[config.mk]
export PLATFORM = sky130hd
export DESIGN_NAME = shr_unit
export DESIGN_NICKNAME = d
export VERILOG_FILES = /design/src/rtl/shr_pkg.sv /design/src/rtl/shr_counter.sv /design/src/rtl/shr_creg.sv /design/src/rtl/shr_datapath.sv /design/src/rtl/shr_ctrl.sv /design/src/rtl/shr_unit.sv
export SDC_FILE = /design/constraint.sdc
export NUM_CORES = 1
export LEC_CHECK = 0
export BUFFER_PORTS_ARGS = -buffer_cell sky130_fd_sc_hd__buf_2
export CORE_MARGIN = 2
export CORE_UTILIZATION = 50
export CTS_BUF_LIST = sky130_fd_sc_hd__clkbuf_4 sky130_fd_sc_hd__clkbuf_8
export DETAILED_ROUTE_END_ITERATION = 6
export HOLD_SLACK_MARGIN = 0.06
export PLACE_DENSITY_LB_ADDON = 0.15
export SYNTH_ARGS = -nofsm -noshare
export SYNTH_HDL_FRONTEND = slang
export SYNTH_SLANG_ARGS = --single-unit
[constraint.sdc]
create_clock -name clk -period 2.26 [get_ports clk]
set_input_delay 0.452 -clock clk [delete_from_list [all_inputs] [get_ports clk]]
set_output_delay 0.452 -clock clk [all_outputs]
set_load 0.03 [all_outputs]
[src/rtl/shr_pkg.sv]
package shr_pkg;
  typedef struct packed {
    logic cntLoadIr;
    logic cntLoadBus;
    logic cntDecr;
    logic cLoad;
    logic cShift;
  } shr_strobe_t;
endpackage

[src/rtl/shr_counter.sv]
module shr_counter #(
  parameter int CNT_W = 5
) (
  input  logic             clk,
  input  logic             rstN,
  input  logic             loadIr,
  input  logic             loadBus,
  input  logic             decr,
  input  logic [CNT_W-1:0] irVal,
  input  logic [CNT_W-1:0] busVal,
  output logic [CNT_W-1:0] cnt,
  output logic             isZero,
  output logic             isOne
);
  localparam logic [CNT_W-1:0] ONE = CNT_W'(1);

  logic [CNT_W-1:0] cntQ;

  always_ff @(posedge clk or negedge rstN) begin
    if (!rstN)        cntQ <= '0;
    else if (loadIr)  cntQ <= irVal;
    else if (loadBus) cntQ <= busVal;
    else if (decr)    cntQ <= cntQ - ONE;
  end

  assign cnt    = cntQ;
  assign isZero = (cntQ == '0);
  assign isOne  = (cntQ == ONE);
endmodule

[src/rtl/shr_creg.sv]
module shr_creg #(
  parameter int DATA_W = 32
) (
  input  logic              clk,
  input  logic              rstN,
  input  logic              load,
  input  logic              shift,
  input  logic [DATA_W-1:0] din,
  output logic [DATA_W-1:0] q
);
  logic [DATA_W-1:0] cQ;
  logic [DATA_W-1:0] cNext;

  for (genvar i = 0; i < DATA_W; i++) begin : g_bit
    logic fill;
    if (i == DATA_W - 1) begin : g_top
      assign fill = 1'b0;
    end else begin : g_mid
      assign fill = cQ[i+1];
    end
    assign cNext[i] = load ? din[i] : (shift ? fill : cQ[i]);
  end

  always_ff @(posedge clk or negedge rstN) begin
    if (!rstN) cQ <= '0;
    else       cQ <= cNext;
  end

  assign q = cQ;
endmodule

[src/rtl/shr_datapath.sv]
module shr_datapath
  import shr_pkg::*;
#(
  parameter int DATA_W = 32,
  parameter int CNT_W  = 5
) (
  input  logic              clk,
  input  logic              rstN,
  input  shr_strobe_t       stb,
  input  logic [DATA_W-1:0] busIn,
  input  logic [CNT_W-1:0]  irConst,
  output logic [DATA_W-1:0] cOut,
  output logic [CNT_W-1:0]  cntVal,
  output logic              cntZero,
  output logic              cntOne
);
  shr_counter #(.CNT_W(CNT_W)) counter_i (
    .clk     (clk),
    .rstN    (rstN),
    .loadIr  (stb.cntLoadIr),
    .loadBus (stb.cntLoadBus),
    .decr    (stb.cntDecr),
    .irVal   (irConst),
    .busVal  (busIn[CNT_W-1:0]),
    .cnt     (cntVal),
    .isZero  (cntZero),
    .isOne   (cntOne)
  );

  shr_creg #(.DATA_W(DATA_W)) creg_i (
    .clk   (clk),
    .rstN  (rstN),
    .load  (stb.cLoad),
    .shift (stb.cShift),
    .din   (busIn),
    .q     (cOut)
  );
endmodule

[src/rtl/shr_ctrl.sv]
module shr_ctrl
  import shr_pkg::*;
(
  input  logic        clk,
  input  logic        rstN,
  input  logic        ldConst,
  input  logic        ldReg,
  input  logic        loadC,
  input  logic        shiftStep,
  input  logic        cntZero,
  input  logic        cntOne,
  output shr_strobe_t stb,
  output logic        shiftDone
);
  logic anyLoad;
  logic stepGo;
  logic doneQ;

  assign anyLoad = ldConst | ldReg | loadC;
  assign stepGo  = shiftStep & ~cntZero & ~anyLoad;

  always_comb begin
    stb            = '0;
    stb.cntLoadIr  = ldConst;
    stb.cntLoadBus = ldReg & ~ldConst & cntZero;
    stb.cntDecr    = stepGo;
    stb.cLoad      = loadC;
    stb.cShift     = stepGo;
  end

  always_ff @(posedge clk or negedge rstN) begin
    if (!rstN) doneQ <= 1'b0;
    else       doneQ <= stepGo & cntOne;
  end

  assign shiftDone = doneQ;
endmodule

[src/rtl/shr_unit.sv]
module shr_unit
  import shr_pkg::*;
#(
  parameter int DATA_W = 32
) (
  input  logic              clk,
  input  logic              rstN,
  input  logic [DATA_W-1:0] busIn,
  input  logic [4:0]        irConst,
  input  logic              ldConst,
  input  logic              ldReg,
  input  logic              loadC,
  input  logic              shiftStep,
  output logic [DATA_W-1:0] cOut,
  output logic              cntZero,
  output logic              shiftDone
);
  localparam int CNT_W = $clog2(DATA_W);

  shr_strobe_t      stb;
  logic [CNT_W-1:0] cntVal;
  logic             cntOne;

  shr_ctrl ctrl_i (
    .clk       (clk),
    .rstN      (rstN),
    .ldConst   (ldConst),
    .ldReg     (ldReg),
    .loadC     (loadC),
    .shiftStep (shiftStep),
    .cntZero   (cntZero),
    .cntOne    (cntOne),
    .stb       (stb),
    .shiftDone (shiftDone)
  );

  shr_datapath #(.DATA_W(DATA_W), .CNT_W(CNT_W)) dp_i (
    .clk     (clk),
    .rstN    (rstN),
    .stb     (stb),
    .busIn   (busIn),
    .irConst (irConst[CNT_W-1:0]),
    .cOut    (cOut),
    .cntVal  (cntVal),
    .cntZero (cntZero),
    .cntOne  (cntOne)
  );
endmodule

==> impl_metrics.env <==
export IMPL_rsz0062_at_grt="no"
export IMPL_initial_core_util=0.528
export IMPL_pwr_share_seq=0.453
export IMPL_p_sw_frac=0.299
export IMPL_cts_sinks=38
export IMPL_antenna_found_initial=0
export IMPL_cts_root_buffer="clkbuf_8"
export IMPL_cts_tree="done"
export IMPL_grt_pass1_wl_um=7270
export IMPL_hpwl_um=3090
export IMPL_drc_errors=0
export IMPL_ant_nets=0
export IMPL_status="complete, no violations"
export IMPL_cp_cell_sequence="inv_1 -> ha_1 -> nor4b_4 -> or4_2 -> buf_12 -> mux2i_2 -> o21ai_1"
export IMPL_grt_overflow=0
export IMPL_fin_crit_sh=0.963
export IMPL_grtUsageTotal=0.216
export IMPL_power_switching_w=0.000529
export IMPL_num_nets_final=316
export IMPL_die_x_um=66.6
export IMPL_vias_per_cell=5.22
export IMPL_wl_per_cell_um=13.5
export IMPL_rows=22
export IMPL_syn_area_per_cell_um2=10.2
export IMPL_slowest_delay_ps=680
export IMPL_worst_pin_slew_ps=575
export IMPL_synth_seq_cells=38
export IMPL_h_tree_depth=2
export IMPL_skew_ps=5.48
export IMPL_final_hold_viol_count=0
export IMPL_synthCells=192
export IMPL_portBuffers=76
export IMPL_netlist_area_mm2=0.00196
export IMPL_final_cell_area_mm2=0.00249
export IMPL_slowest_stage="or4_2"
export IMPL_setup_viol=0
export IMPL_r2r_slack_ps=80
export IMPL_drv_slew=0
export IMPL_n_antenna_cell=0
export IMPL_grt_start_max_net_pins=65
export IMPL_rr_startpoint="dp_i.counter_i.cnt[0]$_DFFE_PN0P_"
export IMPL_r2r_end="dp_i.creg_i.q[25]$_DFFE_PN0P_"
export IMPL_die_area_mm2=0.00444
export IMPL_clockBufferDepth=2
export IMPL_die_h_um=66.6
export IMPL_coreArea_mm2=0.00372
export IMPL_min_period_ps=2180
export IMPL_drt_pass1_iterations=4
export IMPL_p_per_area_mw_per_mm2=712
export IMPL_grt_pass1_vias=1560
export IMPL_ios=77
export IMPL_clk_pin_slew_ps=70
export IMPL_synth_nets=238
export IMPL_hold_class="in2async"
export IMPL_arrival_ps=2320
export IMPL_fillers=342
export IMPL_drt_total_wl_um=4300
export IMPL_crit_type="reg2reg"
export IMPL_pre_cts_slack_ps=115
export IMPL_placed_area_mm2=0.00236
export IMPL_worstSetupEndpointType="register"
export IMPL_r2r_cells=7
export IMPL_cp_start_kind="register"
export IMPL_cp_required_ps=2410
export IMPL_irDropWorstVdd_v=0.000492
export IMPL_p_leak_nw=1.41
export IMPL_drv_cap=0
export IMPL_fmax_mhz=459
export IMPL_p_comb_frac=0.219
export IMPL_tns_ps=0
export IMPL_worstSkewPairLatency_ps=280
export IMPL_slew_headroom=0.612
export IMPL_p_int_w=0.00124
export IMPL_drtIter0Drc=65
export IMPL_crit_fanout=25
export IMPL_cts_buffers=5
export IMPL_yosysSeqAreaShare=0.485
export IMPL_gp_congestion=0.882
export IMPL_area_growth_pct=26.8
export IMPL_drive_gt1_frac=0.354
export IMPL_ctsHoldBuffers=0
export IMPL_vias=1666
export IMPL_setup_ws_ps=82.6
export IMPL_synthDistinctLibCells=28
export IMPL_pwr_share_clk=0.328
export IMPL_yosysWarnings=0
==> synthesized netlist by cell type, drive strengths merged <==
cell / n / share of area
a2111oi: 1 / 0.0045
xnor2: 1 / 0.0045
o21ai: 34 / 0.087
nor2b: 2 / 0.0064
mux2i: 31 / 0.16
nor3: 1 / 0.0025
nand3: 1 / 0.0025
clkbuf: 9 / 0.017
ha: 3 / 0.019
nand2: 36 / 0.069
nor4b: 1 / 0.012
inv: 4 / 0.0077
or3: 3 / 0.0096
buf: 4 / 0.036
and4b: 1 / 0.0051
a311oi: 2 / 0.0089
nor2: 3 / 0.0057
a32oi: 1 / 0.0045
nor4: 2 / 0.0064
nor4bb: 2 / 0.010
a222oi: 1 / 0.0051
a21oi: 6 / 0.015
or4: 1 / 0.0038
dfrtp: 38 / 0.48
nand2b: 3 / 0.0096
and2b: 1 / 0.0045
==> worst max-delay path: cells and delay by family (launching register included) <==
family	cells	cell delay (ps)
simple gates	2	820
mux	1	170
compound gates	1	80
flops	1	410
fa+ha+maj	1	230
buf+inv	2	310
==> through the flow <==
stage                util  hold slack [ps]  instances  power (W)
floorplan               -              156        192    0.00106
global placement    0.636              416        310    0.00120
detailed placement  0.636              423        310    0.00120
CTS                 0.667              109        318    0.00179
global route        0.670              135        319    0.00187
finish              0.670              101        319    0.00177
==> power groups by stage <==
stage,clock [W],combinational (W),sequential [W]
floorplan,0,0.000142,0.000916
global placement,0,0.000384,0.000813
detailed placement,0,0.000387,0.000813
CTS,0.000597,0.000389,0.000801
global route,0.000634,0.000427,0.000812
finish,0.000582,0.000388,0.000802
==> cells by family after synthesis <==
logic type / after synthesis / share of synthesized area
AO/OA/AOI/OAI: 45 / 0.125
XOR/XNOR: 1 / 0.00447
adder cells (fa/ha/maj): 3 / 0.0191
buffers and inverters: 17 / 0.0612
flip-flops: 38 / 0.485
multiplexers: 31 / 0.158
AND/OR/NAND/NOR: 57 / 0.147
==> per-layer routing <==
metal / routed length [um] / track usage / vias to the layer above
met1: 1960 / 0.278 / 772
met5: 0 / 0 / -
met3: 249 / 0.0422 / 7
met2: 2040 / 0.355 / 62
li1: - / - / 825
met4: 57 / 0.0842 / 0
==> worst max path at each step <==
stage / startpoint / end / slack, ps
2_1_floorplan: dp_i.counter_i.cnt[0]$_DFFE_PN0P_ / dp_i.creg_i.q[11]$_DFFE_PN0P_ / 150
3_3_place_gp: dp_i.counter_i.cnt[0]$_DFFE_PN0P_ / dp_i.creg_i.q[3]$_DFFE_PN0P_ / 200
3_5_place_dp: dp_i.counter_i.cnt[0]$_DFFE_PN0P_ / dp_i.creg_i.q[25]$_DFFE_PN0P_ / 120
4_1_cts: dp_i.counter_i.cnt[0]$_DFFE_PN0P_ / dp_i.creg_i.q[25]$_DFFE_PN0P_ / 100
5_1_grt: dp_i.counter_i.cnt[0]$_DFFE_PN0P_ / dp_i.creg_i.q[30]$_DFFE_PN0P_ / 10
6_report: dp_i.counter_i.cnt[0]$_DFFE_PN0P_ / dp_i.creg_i.q[25]$_DFFE_PN0P_ / 80
==> cells in the final DEF (no fill, tap or decap), drive strengths merged <==
master / synthesis / routed
buf: 4 / 84
dfrtp: 38 / 38
nand2: 36 / 36
o21ai: 34 / 34
mux2i: 31 / 31
clkbuf: 9 / 7
a21oi: 6 / 6
inv: 4 / 4
nor2: 3 / 3
nand2b: 3 / 3
or3: 3 / 3
ha: 3 / 3
nor4: 2 / 2
nor4bb: 2 / 2
nor2b: 2 / 2
a311oi: 2 / 2
nor4b: 1 / 1
and4b: 1 / 1
or4: 1 / 1
xnor2: 1 / 1
and2b: 1 / 1
nor3: 1 / 1
a2111oi: 1 / 1
nand3: 1 / 1
a222oi: 1 / 1
a32oi: 1 / 1
bufinv: 0 / 1
==> timing repair <==
item                                    4_1_cts  5_1_grt
endpoints found under the setup margin        0        2
endpoints found under the hold margin         0        0
setup buffers                                 0        1
resized for setup                             0        1
==> registers in the layout (all words and copies together) (netlist names) <==
| name | flops |
|---|---|
| dp_i.counter_i.cnt | 5 |
| ctrl_i.shiftDone | 1 |
| dp_i.creg_i.q | 32 |
==> layout make-up <==
cell class / count / area [um^2] / share of cell area
Tap cell: 48 / 60.1 / 0.0241
Timing Repair Buffer: 84 / 453 / 0.182
Multi-Input combinational cell: 137 / 896 / 0.360
Inverter: 4 / 15.0 / 0.00603
Clock inverter: 1 / 30.0 / 0.0121
Clock buffer: 7 / 83.8 / 0.0337
Sequential cell: 38 / 951 / 0.382
Power figures use the tool's default switching activity.
